==> src/rtl/clk_mode_pkg.sv <==
package clk_mode_pkg;
  typedef enum logic [1:0] {
    M_MID  = 2'b00,
    M_HIGH = 2'b01,
    M_LOW  = 2'b10,
    M_DBL  = 2'b11
  } mode_e;

  // only the direct slow-to-double jump is forbidden
  function automatic logic trans_ok(mode_e from_m, mode_e to_m);
    return !(from_m == M_LOW && to_m == M_DBL);
  endfunction
endpackage

==> src/rtl/clk_switch_wait.sv <==
module clk_switch_wait #(
  parameter int MIN_CYC = 2,
  parameter int MAX_CYC = 8
) (
  input  logic clk_i,
  input  logic rst_ni,
  input  logic start_i,
  input  logic tick_i,
  output logic busy_o,
  output logic commit_o
);
  localparam int CW = $clog2(MAX_CYC + 1);

  logic [CW-1:0] cnt_q;
  logic [CW-1:0] elapsed;
  logic          busy_q;

  assign elapsed  = cnt_q + 1'b1;
  assign commit_o = busy_q & ((tick_i & (elapsed >= CW'(MIN_CYC))) |
                              (elapsed == CW'(MAX_CYC)));
  assign busy_o   = busy_q;

  always_ff @(posedge clk_i or negedge rst_ni) begin
    if (!rst_ni) begin
      busy_q <= 1'b0;
      cnt_q  <= '0;
    end else if (start_i) begin
      busy_q <= 1'b1;
      cnt_q  <= '0;
    end else if (commit_o) begin
      busy_q <= 1'b0;
      cnt_q  <= '0;
    end else if (busy_q) begin
      cnt_q  <= elapsed;
    end
  end

  p_wait_bound_r5: assert property (@(posedge clk_i) disable iff (!rst_ni)
    busy_q |-> (cnt_q < CW'(MAX_CYC)));
  p_start_busy_r5: assert property (@(posedge clk_i) disable iff (!rst_ni)
    start_i |=> busy_q);
endmodule

==> src/rtl/clk_mode_reg.sv <==
module clk_mode_reg
  import clk_mode_pkg::*;
#(
  parameter int          AW        = 8,
  parameter logic [AW-1:0] MODE_ADDR = 8'h3B
) (
  input  logic          clk_i,
  input  logic          rst_ni,
  input  logic          we_i,
  input  logic [AW-1:0] addr_i,
  input  logic [7:0]    wdata_i,
  input  logic          busy_i,
  input  logic          commit_i,
  output mode_e         mode_o,
  output logic          err_o,
  output logic          start_o
);
  mode_e cur_q, pend_q, req;
  logic  err_q, accept, legal;

  assign req     = mode_e'(wdata_i[1:0]);
  assign accept  = we_i & (addr_i == MODE_ADDR) & ~busy_i;
  assign legal   = trans_ok(cur_q, req);
  assign start_o = accept & legal & (cur_q == M_LOW) & (req != M_LOW);
  assign mode_o  = cur_q;
  assign err_o   = err_q;

  always_ff @(posedge clk_i or negedge rst_ni) begin
    if (!rst_ni) begin
      cur_q  <= M_MID;
      pend_q <= M_MID;
      err_q  <= 1'b0;
    end else begin
      if (accept) begin
        if (!legal)       err_q  <= 1'b1;
        else if (start_o) pend_q <= req;
        else              cur_q  <= req;
      end
      if (commit_i) cur_q <= pend_q;
    end
  end

  p_no_low_dbl_r4: assert property (@(posedge clk_i) disable iff (!rst_ni)
    (cur_q == M_LOW) |=> (cur_q != M_DBL));
  p_err_sticky_r4: assert property (@(posedge clk_i) disable iff (!rst_ni)
    err_q |=> err_q);
  p_hold_busy_r6: assert property (@(posedge clk_i) disable iff (!rst_ni)
    (busy_i && !commit_i) |=> $stable(cur_q));
endmodule

==> src/rtl/clk_phi_div.sv <==
module clk_phi_div
  import clk_mode_pkg::*;
#(
  parameter int HIGH_DIV = 2,
  parameter int MID_DIV  = 8
) (
  input  logic  clk_i,
  input  logic  rst_ni,
  input  mode_e mode_i,
  input  logic  slow_tick_i,
  output logic  phi_en_o
);
  localparam int DW = (MID_DIV > 1) ? $clog2(MID_DIV) : 1;
  localparam int HW = (HIGH_DIV > 1) ? $clog2(HIGH_DIV) : 1;

  logic [DW-1:0] div_q;

  always_ff @(posedge clk_i or negedge rst_ni) begin
    if (!rst_ni) div_q <= '0;
    else         div_q <= div_q + 1'b1;
  end

  always_comb begin
    unique case (mode_i)
      M_DBL:   phi_en_o = 1'b1;
      M_HIGH:  phi_en_o = (div_q[HW-1:0] == '0);
      M_MID:   phi_en_o = (div_q == '0);
      default: phi_en_o = slow_tick_i;
    endcase
  end

  p_mid_gap_r7: assert property (@(posedge clk_i) disable iff (!rst_ni)
    (mode_i == M_MID && phi_en_o && $stable(mode_i)) |=> !phi_en_o);
endmodule

==> src/rtl/clk_mode_ctrl.sv <==
module clk_mode_ctrl
  import clk_mode_pkg::*;
#(
  parameter int            AW        = 8,
  parameter logic [AW-1:0] MODE_ADDR = 8'h3B,
  parameter int            HIGH_DIV  = 2,
  parameter int            MID_DIV   = 8,
  parameter int            MIN_MC    = 1,
  parameter int            MAX_MC    = 4
) (
  input  logic          clk_i,
  input  logic          rst_ni,
  input  logic          bus_we_i,
  input  logic [AW-1:0] bus_addr_i,
  input  logic [7:0]    bus_wdata_i,
  output logic [7:0]    bus_rdata_o,
  input  logic          slow_tick_i,
  output logic          phi_en_o,
  output logic [1:0]    mode_o,
  output logic          busy_o
);
  localparam int MIN_CYC = MIN_MC * HIGH_DIV;
  localparam int MAX_CYC = MAX_MC * HIGH_DIV;

  mode_e mode;
  logic  err, start, commit, busy;

  clk_mode_reg #(.AW(AW), .MODE_ADDR(MODE_ADDR)) u_reg (
    .clk_i, .rst_ni,
    .we_i     (bus_we_i),
    .addr_i   (bus_addr_i),
    .wdata_i  (bus_wdata_i),
    .busy_i   (busy),
    .commit_i (commit),
    .mode_o   (mode),
    .err_o    (err),
    .start_o  (start)
  );

  clk_switch_wait #(.MIN_CYC(MIN_CYC), .MAX_CYC(MAX_CYC)) u_wait (
    .clk_i, .rst_ni,
    .start_i  (start),
    .tick_i   (slow_tick_i),
    .busy_o   (busy),
    .commit_o (commit)
  );

  clk_phi_div #(.HIGH_DIV(HIGH_DIV), .MID_DIV(MID_DIV)) u_div (
    .clk_i, .rst_ni,
    .mode_i      (mode),
    .slow_tick_i (slow_tick_i),
    .phi_en_o    (phi_en_o)
  );

  assign bus_rdata_o = (bus_addr_i == MODE_ADDR) ? {busy, err, 4'b0000, mode} : 8'h00;
  assign mode_o      = mode;
  assign busy_o      = busy;
endmodule

==> config.mk <==
export PLATFORM = sky130hd
export DESIGN_NAME = clk_mode_ctrl
export DESIGN_NICKNAME = d
export VERILOG_FILES = /design/src/rtl/clk_mode_pkg.sv /design/src/rtl/clk_switch_wait.sv /design/src/rtl/clk_mode_reg.sv /design/src/rtl/clk_phi_div.sv /design/src/rtl/clk_mode_ctrl.sv
export SDC_FILE = /design/constraint.sdc
export NUM_CORES = 1
export LEC_CHECK = 0
export ABC_AREA = 1
export BUFFER_PORTS_ARGS = -buffer_cell sky130_fd_sc_hd__buf_2
export CELL_PAD_IN_SITES_DETAIL_PLACEMENT = 1
export CELL_PAD_IN_SITES_GLOBAL_PLACEMENT = 1
export CORE_ASPECT_RATIO = 0.9
export CORE_MARGIN = 2
export CORE_UTILIZATION = 36
export DETAILED_ROUTE_END_ITERATION = 16
export PLACE_DENSITY = 0.86
export SLEW_MARGIN = 20
export SYNTH_ARGS = -nofsm -noshare
export SYNTH_HDL_FRONTEND = slang
export SYNTH_SLANG_ARGS = --single-unit
==> constraint.sdc <==
create_clock -name clk_i -period 2.77 [get_ports clk_i]
set_clock_uncertainty 0.1 [all_clocks]
set_input_delay 0.277 -clock clk_i [delete_from_list [all_inputs] [get_ports clk_i]]
set_output_delay 0.277 -clock clk_i [all_outputs]
set_load 0.05 [all_outputs]
* Yosys cells after proc, flatten, opt, wreduce, memory -nomap -nowiden
Cells that the tools add are included.
** Storage, ports and cells
- Bits of input ports :: 20
- Word-level logic and storage cells :: 50
- Output and inout bits :: 12
- Register bits :: 13
** Operators by class
- Bitwise gates (word level) :: 11
- Eq/ne operators :: 9
- Reduce and logical (&&, ||, !) cells :: 10
- Muxes and demuxes :: 11
- $add $sub $neg :: 2
- Order comparisons :: 1
** Operators by type and width (count)
- $mux W4 :: 3
- $eq A8 B6 Y1 const B :: 1
- $mux W2 :: 4
- $mux W8 :: 1
- $and A1 B1 Y1 :: 7
- $eq A2 B2 Y1 const B :: 3
- $reduce_and A3 Y1 :: 2
- $add A4 B1 Y4 const B :: 1
- $eq A4 B4 Y1 const B :: 1
- $ge A4 B2 Y1 const B :: 1
- $ne A2 B2 Y1 const B :: 2
- $reduce_bool A2 Y1 :: 2
- $add A3 B1 Y3 const B :: 1
- $logic_not A3 Y1 :: 1
- $not A1 Y1 :: 3
- $pmux W1 S3 :: 1
- $reduce_bool A3 Y1 :: 1
- $eq A2 B1 Y1 const B :: 1
- $logic_not A2 Y1 :: 1
- $mux W1 :: 2
- $ne A2 B1 Y1 const B :: 1
- $reduce_and A2 Y1 :: 1
- $logic_and A1 B1 Y1 :: 1
- $logic_not A1 Y1 :: 1
- $or A1 B1 Y1 :: 1

* Longest topological paths before layout
Gate-level depths: netlist of run 1.
- Depth after elaboration :: 10
- Mapped depth :: 12
- Gate-level depth less buffers :: 12

* Hierarchy
Synthesis of run 1 repeated with hierarchy kept, for this count alone.
** Second synthesis, totals
- Cell total of the unflattened synthesis :: 130
- Area total of the unflattened synthesis :: 925.9 sq um
** Modules (own cells, without submodules)
- clk_switch_wait :: times used 1, area an instance 361.6 sq um, cells an instance 47, sequential area each 125.1 sq um
- clk_mode_reg :: times used 1, area an instance 310.3 sq um, cells an instance 44, sequential area each 125.1 sq um
- clk_phi_div :: times used 1, area an instance 152.6 sq um, cells an instance 16, sequential area each 75.1 sq um
- clk_mode_ctrl :: times used 1, area an instance 101.3 sq um, cells an instance 23, sequential area each 0.0 sq um

* Worst setup path after synthesis of run 1
No wires, ideal clock.
- Path type :: register to output
- Start :: reg u_wait.busy_q, in the netlist u_wait.busy_o
- End :: out bus_rdata_o[7]
- Setup slack :: 747 ps
- Path buffers :: 0
- Data arrival time :: 1646 ps
- Required time :: 2393 ps
- Stages on the path, launching flop included :: 3
- Cell sequence :: dfrtp_1 inv_1 nor2_1
** Between the ends
- Word-level cells in the longest chain between the ends :: 1
** Ends and longest elaborated chain
- start: declaration :: RTL line clk_switch_wait.sv:16 : logic busy_q;
- start signal: assignment :: RTL line clk_switch_wait.sv:25 : busy_q <= 1'b0;
- start signal: assignment :: RTL line clk_switch_wait.sv:28 : busy_q <= 1'b1;
- start signal: assignment :: RTL line clk_switch_wait.sv:31 : busy_q <= 1'b0;
- $mux W8 :: RTL line clk_mode_ctrl.sv:55 : assign bus_rdata_o = (bus_addr_i == MODE_ADDR) ? {busy, err, 4'b0000, mode} : 8'h00;
- end: declaration :: RTL line clk_mode_ctrl.sv:16 : output logic [7:0] bus_rdata_o,
Every way passes these cells.

* Worst setup path after layout of run 1
- Start :: reg u_div.div_q[0]
- End :: out phi_en_o
** Between the ends
- Word-level cells in the longest chain between the ends :: 2
- Elaborated cells on any way between the ends :: 3
- Those cells by class :: 1 x mux; 1 x bitwise; 1 x reduce/logical
** Ends and longest elaborated chain
- start: declaration :: RTL line clk_phi_div.sv:16 : logic [DW-1:0] div_q;
- start signal: assignment :: RTL line clk_phi_div.sv:20 : else div_q <= div_q + 1'b1;
- $logic_not A3 Y1 or $not A1 Y1 (tied branches) :: RTL line clk_phi_div.sv:27, clk_phi_div.sv:26
- $pmux W1 S3 (*) :: RTL line clk_phi_div.sv:24 : unique case (mode_i)
- end: declaration :: RTL line clk_mode_ctrl.sv:18 : output logic phi_en_o,
Every way passes the cells marked *; elsewhere a longest branch is shown, timed or not.

==> impl_summary.md, run 1 <==
Die
The placeable core area is 2200 sq um. The die is 50.1 um tall. The number of placement rows is 16. The area of the die is 2760 sq um. For this configuration, the core starts out at a cell density of 38.5%. During I/O placement, the number of pins put on the boundary was 32. The die is 55.2 um wide.

Detailed routing
Dividing the detail-routed wire length by the instance count gives 11.7 um. In the routed design, unresolved DRC markers number 0. The count of nets left with antenna violations once routing finished came out at 0. The first TritonRoute pass finished after 2 iterations. In the routed layout, each cell is associated on average with a via count of 4.67. The detailed router placed 771 vias in this run. The final routed wirelength across all metal layers is 1940 um. The initial detailed-routing violation count is 6.

Timing
The number of hold violations in the final report was 0. The max-slew violation count is 0. The maximum operating frequency is 0.529 GHz. The final worst-path cycle share is 68.3%.

Setup repair after global routing left no endpoint under its margin. Final hold analysis gives a worst-case slack of 0.140 ns. The worst path in the final design needs a cycle of 1.89 ns, including I/O delays and setup.

The final setup violation count is 0. The setup TNS after final layout is 0 ns.

Hold path
The beginning of the worst hold path is bus_wdata_i[0]. In this run the worst hold path is classified as input port to flop.

Worst setup path
The capturing element type of the critical path is a primary output. The worst setup path startpoint is u_div.div_q[0]. The critical register-to-register path startpoint is u_wait.cnt_q[0]. The largest single stage delay on the critical path is 0.39 ns. Data arrives at the worst endpoint at 1.51 ns.

The class of the most critical setup path is flop to primary output. The kind of start point of the critical path is a flop. For the worst setup path, the data required time is 2.39 ns. The most repeated library cell on the critical path is inv_1. The maximum net fanout on the critical path is 3.

The critical path goes through inv_1, ha_1, inv_1, o21ai_0, o211ai_1, nand2_1, buf_2. The library cell contributing the largest single delay on the critical path is dfrtp_1.

CTS
The total of cells resized after clock tree synthesis is 0. Clock latency on the worst-skew pair, taken at its later pin, is 0.28 ns. The clock drives 13 sinks. The number of H-tree levels is 1. After clock tree synthesis, the clock-pin slew on the worst setup and hold paths is 0.07 ns. The root buffer cell is clkbuf_4. The total clock buffers created by CTS is 3. The count of buffers added by post-CTS timing repair for setup is 0. The number of hold buffers added after CTS was 1. The maximum clock path buffer count is 2. The CTS tree is done.

Logic synthesis
The sequential element share of the synthesized area is 38.3%. The unique cell type count in the Yosys netlist is 20. In this run the cell area of the synthesized design comes to 848 sq um. The number of standard cells after synthesis is 113. For this run, the number of Yosys warnings is 0.

A synthesized cell averages 7.51 sq um. Synthesis inferred 13 register bits.

Placed design
The final weighted congestion in routability-driven placement is 0.724. During placement, the flow inserted port buffers numbering 21. The sum of net half-perimeters after detailed placement is 1640 um.

Power
IR analysis of the VDD net gives a maximum drop of 0.232 mV. The leakage power of the design is 0.625 nW. Power spread over the standard cell area amounts to 363 nW/um^2. The design draws 0.364 mW.

Layout
The post-layout net count is 163. Leaving out fill and tap cells, the most frequent cell in the layout is nand2_1. In the layout the commonest cells are 30 x nand2_1, 21 x buf_2, 20 x inv_1. The area added between synthesis and finish is 18.4%. The antenna diode count is 0. Cells with a size suffix above 1 make up 26.8% of the layout.

The core occupancy in the finished layout is 45.6%. The total area of multi-input combinational cells is 422 sq um. Registers take 325 sq um.

The number of filler instances in the final layout is 288.

Global routing
Global routing consumed, over all layers together, 17.3% of the routing resources. The number of global-route vias before repair is 782. The pin count of the biggest net entering global routing is 14. The number of antenna violations at the first check in global routing is 0. The total overflow reported by the global router is 0. The first global-routing pass estimated 3380 um of wire.

Run
The tool flagged a number of max-cap violations equal to 0.

Run status
The flow ran to the end, and the final reports show no timing, DRC or antenna violations.
## where the power goes
group          switching, mW  internal (mW)
combinational         0.0393         0.0149
clock                 0.0599         0.0560
sequential           0.00248          0.192
total                  0.102          0.263
## per-layer routing
| metal | global-route usage (%) | share of wire, % | vias up |
|---|---|---|---|
| met5 | 0 | 0 | - |
| met4 | 6.50 | 2.9 | 0 |
| met3 | 5.45 | 4.0 | 6 |
| met2 | 29.6 | 52 | 16 |
| met1 | 19.4 | 41 | 362 |
| li1 | - | - | 387 |
## cells by family after synthesis
logic type	after synthesis	share of synthesized area (%)
AO/OA/AOI/OAI	8	6.34
XOR/XNOR	1	1.03
adder cells (fa/ha/maj)	4	5.90
buffers and inverters	26	13.3
flip-flops	13	38.3
other	1	0.442
AND/OR/NAND/NOR	60	34.7
## metrics by stage
step	instance area, sq um	setup WS, ns	instances
finish	1000	0.879	165
global route	1000	0.727	165
CTS	1000	0.856	165
detailed placement	968	1.08	160
global placement	968	1.15	160
floorplan	860	0.747	116
## registers in the layout, indices dropped and copies added (netlist names)
| name | flops |
|---|---|
| u_reg.pend_q | 2 |
| u_reg.mode_o | 2 |
| u_div.div_q | 3 |
| u_wait.cnt_q | 4 |
| u_reg.err_o | 1 |
| u_wait.busy_o | 1 |
## final timing paths
| path | slack [ns] | cells after the start | end |
|---|---|---|---|
| max | 0.88 | 7 | phi_en_o |
| min | 0.14 | 3 | u_reg.pend_q[0] |
| max reg2reg | 1.07 | 9 | u_wait.cnt_q[0] |
| min reg2reg | 0.37 | 2 | u_reg.err_o |
| max in group asynchronous | 2.05 | 2 | u_reg.pend_q[1] |
| min in group asynchronous | 0.30 | 2 | u_div.div_q[0] |
## synth_stat cells
cell type  count  area (sq um)
nand2_1       30           113
inv_1         20          75.1
dfrtp_1       13           325
nand3_1       11          55.1
nor2_1         8          30.0
buf_4          4          30.0
ha_1           4          50.1
nand2_2        4          25.0
o21ai_0        3          15.0
o21ai_1        3          15.0
inv_2          2          7.51
nand2_4        2          22.5
nor2_2         2          12.5
a21oi_4        1          16.3
conb_1         1          3.75
nand3_2        1          10.0
nand4_1        1          6.26
nor2_8         1          20.0
o211ai_1       1          7.51
xor2_1         1          8.76
## worst max-delay path, delay by kind of cell, from the launching register on
kind	cells	cell delay, ns
AOI/OAI and AO/OA	2	0.23
DFF	1	0.39
buffers and inverters	3	0.39
adders and majority gates	1	0.15
and+or+nand+nor	1	0.06
## cell type report
cell class / instances / share of cell area [%]
Timing Repair Buffer: 22 / 11.5
Sequential cell: 13 / 32.4
Inverter: 22 / 8.22
Clock buffer: 4 / 2.62
Tap cell: 27 / 3.36
Multi-Input combinational cell: 77 / 42.0
Power figures use the tool's default switching activity.
==> run 2: changes to the inputs <==
Settings changed: CORE_UTILIZATION 36 to 30, PLACE_DENSITY 0.86 to 0.77.
Clock period 2.77 ns to 1.7 ns, I/O delays scaled along.
==> impl_summary.md, run 2 (synthesized netlist as in run 1, its figures left out) <==
Run status
The flow ran to the end, and the final reports show no timing, DRC or antenna violations.

Placed design
The final weighted congestion in routability-driven placement is 0.747 (+3.1%). The number of port buffers is 21 (unchanged). The placed standard-cell area came to 1000 sq um (+3.2%). The sum of net half-perimeters after detailed placement is 1600 um (-2.3%).

Worst setup path
The maximum net fanout on the critical path was 2 (-1). The worst setup path is captured at a primary output. The critical path required time is 1.43 ns (-0.96 ns). The signal arrival time at the worst endpoint is 1.40 ns (-0.11 ns). The class of the most critical setup path is flop to primary output.

STA classifies the critical path startpoint as a flop. The path depth of the worst reg2reg path is 11 (+2).

Timing
Setup repair after global routing could not meet its margin everywhere. The number of hold violations in the final report is 0 (unchanged). The final critical delay including setup and external delays is 1.67 ns. The maximum operating frequency is 0.600 GHz. The final setup violation count is 0 (unchanged). The final worst-path cycle share is 98.0%. The max-slew violation count is 0 (unchanged).

Die
The area of the die is 3270 sq um (+18%). The number of I/O pins is 32 (unchanged). The placeable core area is 2730 sq um (+24%). The number of placement rows came to 18 (+2). The y dimension of the die came to 54.4 um (+8.8%). The width of the chip is 60.1 um (+8.8%). The starting density of the core is 31.1% (-7.4 points).

Layout
The number of filler instances in the final layout is 344 (+19%). The fraction of final layout cells sized beyond drive strength 1 was 44.4% (+18 points). The top cell types in the final layout, fill and taps aside, are 26 x nand2_1, 20 x buf_2, 14 x inv_1. The top register by number of flip-flops is u_wait.cnt_q. The total non-filler cell area in the finished layout was 1130 sq um (+12%). From synthesis to final layout, the design area changed by 33.0%. The largest registers in the layout are u_wait.cnt_q (4), u_div.div_q (3). The most frequent standard cell in the layout excluding fill and tap cells is nand2_1. The post-layout net count was 167 (+2.5%).

The number of flip-flops in the largest register was 4 (unchanged). The antenna diode count is 0 (unchanged). The core occupancy in the finished layout is 41.4% (-4.2 points).

CTS
The total clock buffers created by CTS is 3 (unchanged). TritonCTS built the clock tree. The insertion delay of the later-clocked pin in the worst-skew pair came to 0.28 ns (about the same). The maximum clock path buffer count is 2 (unchanged). The root buffer cell is clkbuf_4. The number of H-tree levels came to 1 (unchanged). The clock slew at the register clock pins of the worst setup and hold paths is 0.08 ns (about the same). The number of clock sinks is 13 (unchanged).

Detailed routing
The count of nets left with antenna violations after detail routing is 0 (unchanged). The initial detailed-routing violation count is 8 (+2). The total vias in the final route came to 803 (+4.2%). The first-pass iteration count of the detailed router is 4 (+2). The mean routed wirelength per cell came to 11.0 um (-6.2%). The final routed wirelength across all metal layers is 2000 um (+3.5%).

The residual DRC count came to 0 (unchanged). The average vias per placed instance is 4.41 (-5.6%).

Power
The part of the power in registers came to 51.9% (-1.4 points). The switching power is 0.178 mW (+75%). The clock network fraction of total power is 32.1% (+0.3 points). The proportion of total power due to net switching is 29.1% (+1.2 points). The peak supply drop was 0.312 mV (+34%). The leakage power of the design is 0.647 nW (+3.4%). The combinational share of power is 16.0% (+1.1 points). The total power divided by cell area came to 541 nW/um^2 (+49%). The cell-internal power is 0.433 mW (+65%).

Hold path
The count of cells along the worst hold path is 3 (unchanged). The worst hold path belongs to the class input port to flop.

Global routing
The pin count of the biggest net entering global routing is 14 (unchanged). The number of antenna violations at the first check in global routing is 0 (unchanged). The first-pass GRT wire length is 3190 um (-5.7%). The total overflow reported by the global router is 0 (unchanged).

The number of global-route vias before repair is 795 (+1.7%). The overall fraction of global-route tracks in use came to 13.1% (-4.2 points).

Run
The number of violations of the max-capacitance limit was 0 (unchanged).
==> run 2: cell types whose count changed in the layout (fill, tap and decap cells not counted), sizes merged <==
cell	before	now
buf	21	25
==> run 2: power groups by stage <==
stage               combinational, mW  sequential (mW)  clock, mW
detailed placement             0.0904            0.322          0
global placement               0.0878            0.322          0
finish                         0.0978            0.317      0.196
floorplan                      0.0560            0.330          0
CTS                            0.0943            0.316      0.203
global route                    0.108            0.317      0.214
==> run 2: through the flow <==
stage / cells / hold slack (ns) / TNS, ns / power (mW) / setup WS (ns)
6_report: 182 / 0.0468 / 0 / 0.610 / 0.0347
5_1_grt: 182 / 0.0800 / -0.0989 / 0.639 / -0.0563
3_5_place_dp: 174 / -0.0249 / 0 / 0.413 / 0.0206
4_1_cts: 180 / 0.0340 / 0 / 0.613 / 0.00978
3_3_place_gp: 174 / -0.0321 / 0 / 0.410 / 0.0933
2_1_floorplan: 116 / -0.226 / -0.00825 / 0.386 / -0.00825
==> run 2: metal layers <==
metal  share of wire [%]  track usage [%]  wire, um  up-vias
li1                    -                -         -      398
met1                  39             14.2       790      382
met2                  55             26.1      1100       21
met3                 4.8             2.36        97        2
met4                0.85             3.33        17        0
met5                   0                0         0        -
==> run 2: final timing paths <==
path | end | slack (ns) | from
max | phi_en_o | 0.03 | u_div.div_q[1]
min | u_reg.pend_q[0] | 0.05 | bus_wdata_i[0]
max reg2reg | u_reg.mode_o[1] | 0.07 | u_wait.cnt_q[0]
min reg2reg | u_reg.err_o | 0.37 | u_reg.err_o
max in group asynchronous | u_wait.busy_o | 1.05 | rst_ni
min in group asynchronous | u_wait.cnt_q[1] | 0.20 | rst_ni
==> run 2: what timing repair did <==
action | in CTS | in global routing
hold endpoints to repair | 13 | 0
gates resized for setup | 3 | 21
pin swaps | 0 | 9
hold buffers | 1 | 0
setup endpoints to repair | 3 | 8
setup buffers | 1 | 2
==> run 2: cell type report <==
| cell class | count | area [sq um] | share of cell area (%) |
|---|---|---|---|
| clock buffer | 4 | 26.3 | 2.33 |
| inverter | 22 | 82.6 | 7.32 |
| multi-input combinational | 77 | 490 | 43.5 |
| sequential | 13 | 328 | 29.0 |
| timing repair buffer | 26 | 151 | 13.4 |
| tap | 40 | 50.0 | 4.43 |
==> run 2: critical path: stages (launching register included) <==
cell and delay [ns]:
dfrtp_1 0.38, inv_1 0.10, ha_4 0.14, inv_2 0.03
o21ai_2 0.11, o211ai_1 0.11, nand2_1 0.09, buf_6 0.16
==> run 3: changes to the inputs <==
Settings changed: CTS_CLUSTER_DIAMETER set to 150, PLACE_DENSITY 0.77 to 0.76, SYNTH_HIERARCHICAL set to 1.
==> impl_summary.md, run 3 <==
Layout
The largest registers in the layout are u_wait/cnt_q (4), u_div/div_q (3). The number of filler instances in the final layout is 408 (+19%). More flip-flops sit in one register than any other, and that register is u_wait/cnt_q.

The final cell count without fillers is 201 (+10%). The fraction of final layout cells sized beyond drive strength 1 was 27.7% (-17 points). The number of flip-flops in the largest register is 4 (unchanged). The area added between synthesis and finish is 24.1%.

The antenna diode count is 0 (unchanged). The core occupancy in the finished layout was 38.3% (-3.1 points). The top cell types in the final layout, fill and taps aside, are 36 x nand2_1, 26 x inv_1, 20 x buf_2. The post-layout net count is 184 (+10%). Leaving out fill and tap cells, the most frequent cell in the layout is nand2_1.

Detailed routing
The total vias in the final route was 891 (+11%). The final routed wirelength across all metal layers is 2340 um (+17%). The average vias per placed instance came to 4.43 (+0.47%).

The initial detailed-routing violation count is 17 (+9). The mean routed wirelength per cell was 11.6 um (+5.6%). The first-pass iteration count of the detailed router is 2 (-2). The residual DRC count was 0 (unchanged). The count of nets left with antenna violations after detail routing is 0 (unchanged).

Placed design
The sum of net half-perimeters after detailed placement is 1850 um (+15%). The count of placed standard cells including taps is 196 (+13%). The number of port buffers is 21 (unchanged). The final weighted congestion in routability-driven placement is 0.826 (+11%).

CTS
The number of clock sinks is 13 (unchanged). The clock slew at the register clock pins of the worst setup and hold paths is 0.09 ns (about the same). The maximum clock path buffer count was 2 (unchanged). The total clock buffers created by CTS is 3 (unchanged). TritonCTS built the clock tree.

The count of buffers added by post-CTS timing repair for setup is 0 (-1). The root buffer cell is clkbuf_4. The number of H-tree levels came to 1 (unchanged). The insertion delay of the later-clocked pin in the worst-skew pair is 0.27 ns (about the same).

Power
The peak supply drop is 0.515 mV (+65%). The total power divided by cell area came to 1060 nW/um^2 (+96%). The leakage power of the design is 0.637 nW (-1.5%).

The final total power came to 1.22 mW (+100%).

Worst setup path
Among all stages on the critical path, the largest delay is contributed by dfrtp_1. The worst setup path is captured at a primary output. The largest incremental delay on the critical path is 0.39 ns (about the same). The maximum net fanout on the critical path is 3 (+1).

The critical path required time is 1.43 ns (about the same). The signal arrival time at the worst endpoint is 1.32 ns (-0.08 ns). The kind of start point of the critical path is a flop. The class of the most critical setup path is flop to primary output. The top cell family by delay on the critical path is flip-flops.

The signal on the critical path passes through inv_1, ha_1, nand3b_1, nand2_1, clkbuf_4. The critical path buffer and inverter count came to 2 (-1).

Die
The y dimension of the die came to 56.7 um (+4.2%). The area of the die is 3550 sq um (+8.5%). The width of the chip is 62.6 um (+4.2%). The placeable core area came to 3000 sq um (+9.9%). The starting density of the core came to 30.9% (-0.22 points). The number of placement rows is 19 (+1). The number of I/O pins came to 32 (unchanged).

Global routing
The first-pass GRT wire length came to 3730 um (+17%). The number of antenna violations at the first check in global routing is 0 (unchanged). The total overflow reported by the global router came to 0 (unchanged).

The pin count of the biggest net entering global routing is 14 (unchanged). The overall fraction of global-route tracks in use was 13.3% (+0.19 points). The number of global-route vias before repair was 918 (+15%).

Logic synthesis
The yosys synthesis warning count is 6 (+6). The number of standard cells after synthesis is 130 (+15%). The most used flip-flop cell after synthesis is dfrtp_1. Among all cell types in the netlist, the one instantiated most often is nand2_1. The commonest cells after synthesis are 36 x nand2_1, 26 x inv_1, 13 x dfrtp_1, 13 x nor2_1, 6 x nand4_1. In the post-synthesis netlist, the biggest area contributors are dfrtp_1 35%, nand2_1 15%, inv_1 11%.

The synthesized area is 926 sq um (+9.1%). The unique cell type count in the Yosys netlist was 26 (+30%). The top cell type by total area after synthesis is dfrtp_1.

The number of synthesized register bits is 13 (unchanged). The portion of synthesized cell area occupied by the leading cell type is 35.1% (-3.2 points). The post-synthesis async set-or-reset flop share is 100% (unchanged). The sequential element share of the synthesized area was 35.1% (-3.2 points).

The count of flip-flops with a built-in enable after synthesis was 0 (unchanged). The average cell area after synthesis is 7.12 sq um (-5.1%).

Timing
The final worst-path cycle share is 93.6% (-4.4 points). The final critical delay including setup and external delays was 1.59 ns (-0.0747 ns). The final setup violation count came to 0 (unchanged). The maximum operating frequency is 0.629 GHz (+4.7%). The number of hold violations in the final report is 0 (unchanged). The final worst hold slack was 0.0894 ns (+0.0427 ns). The max-slew violation count came to 0 (unchanged).

Run
The number of violations of the max-capacitance limit is 0 (unchanged).

Run status
The flow ran to the end, and the final reports show no timing, DRC or antenna violations.

Hold path
The path class of the tightest hold or removal check is input port to flop.
## run 3: cell types whose count changed after synthesis, sizes merged, moves of 4 or more
| cell | change |
|---|---|
| nand2 | +4 |
| nor2 | +4 |
| nand3 | -4 |
| inv | +5 |
| nand4 | +5 |
## run 3: tightest hold or removal path: cells and delay by family
family,cells,cell delay (ns)
buffers and inverters,1,0.12
and+or+nand+nor,1,0.07
AOI/OAI and AO/OA,1,0.07
## run 3: path summary, 6_finish.rpt
kind / slack [ns] / to / from / cells past startpoint
max reg2reg: 0.12 / u_reg/mode_o[1] / u_wait/cnt_q[0] / 9
min in group asynchronous: 0.22 / u_reg/mode_o[1] / rst_ni / 2
max: 0.11 / phi_en_o / u_div/div_q[0] / 5
min: 0.09 / u_reg/err_o / bus_wdata_i[0] / 3
max in group asynchronous: 1.04 / u_wait/cnt_q[1] / rst_ni / 2
min reg2reg: 0.38 / u_div/div_q[2] / u_div/div_q[2] / 1
## run 3: area by class of cell
cell class              instances  area [sq um]  area share, %
clock buffers                   4          26.3           2.29
inverters                      27           101           8.82
multi-input cells              89           495           43.1
flip-flops and latches         13           325           28.3
well taps                      42          52.6           4.58
repair buffers                 26           148           12.9
## run 3: report_power, final
group	switching, mW	internal, mW	total (mW)
logic	0.388	0.207	0.595
clock network	0.103	0.0908	0.194
registers	0.0709	0.359	0.429
## run 3: per-stage QoR
stage | cell area [sq um] | setup TNS, ns | setup WS [ns]
after floorplan | 940 | 0 | 0.00958
after global placement | 1100 | 0 | 0.118
after CTS | 1130 | 0 | 0.0411
after detailed placement | 1100 | 0 | 0.0511
final | 1150 | 0 | 0.109
after global routing | 1150 | -0.00400 | -0.00400
## run 3: routing by layer
metal,GRT usage (%),wire [um],part of all wire [%],vias up
li1,-,-,-,443
met1,14.0,992,42,427
met2,25.3,1230,53,19
met3,2.40,90,3.9,2
met4,6.67,22,0.94,0
met5,0,0,0,-
## run 3: cell families (layout without fill, tap and decap cells)
| kind of cell | Yosys count | count (layout) | synth area share, % |
|---|---|---|---|
| xor gates and xnor gates | 1 | 1 | 0.946 |
| buffers and inverters | 31 | 57 | 14.2 |
| AOI/OAI and AO/OA | 7 | 7 | 5.13 |
| and+or+nand+nor | 73 | 73 | 38.8 |
| other | 1 | 4 | 0.405 |
| adders and majority gates | 4 | 4 | 5.41 |
| DFF | 13 | 13 | 35.1 |
## run 3: what timing repair did
action,4_1_cts,5_1_grt
endpoints found under the setup margin,0,3
resized for setup,0,4
hold endpoints to repair,13,0
hold buffers,1,0
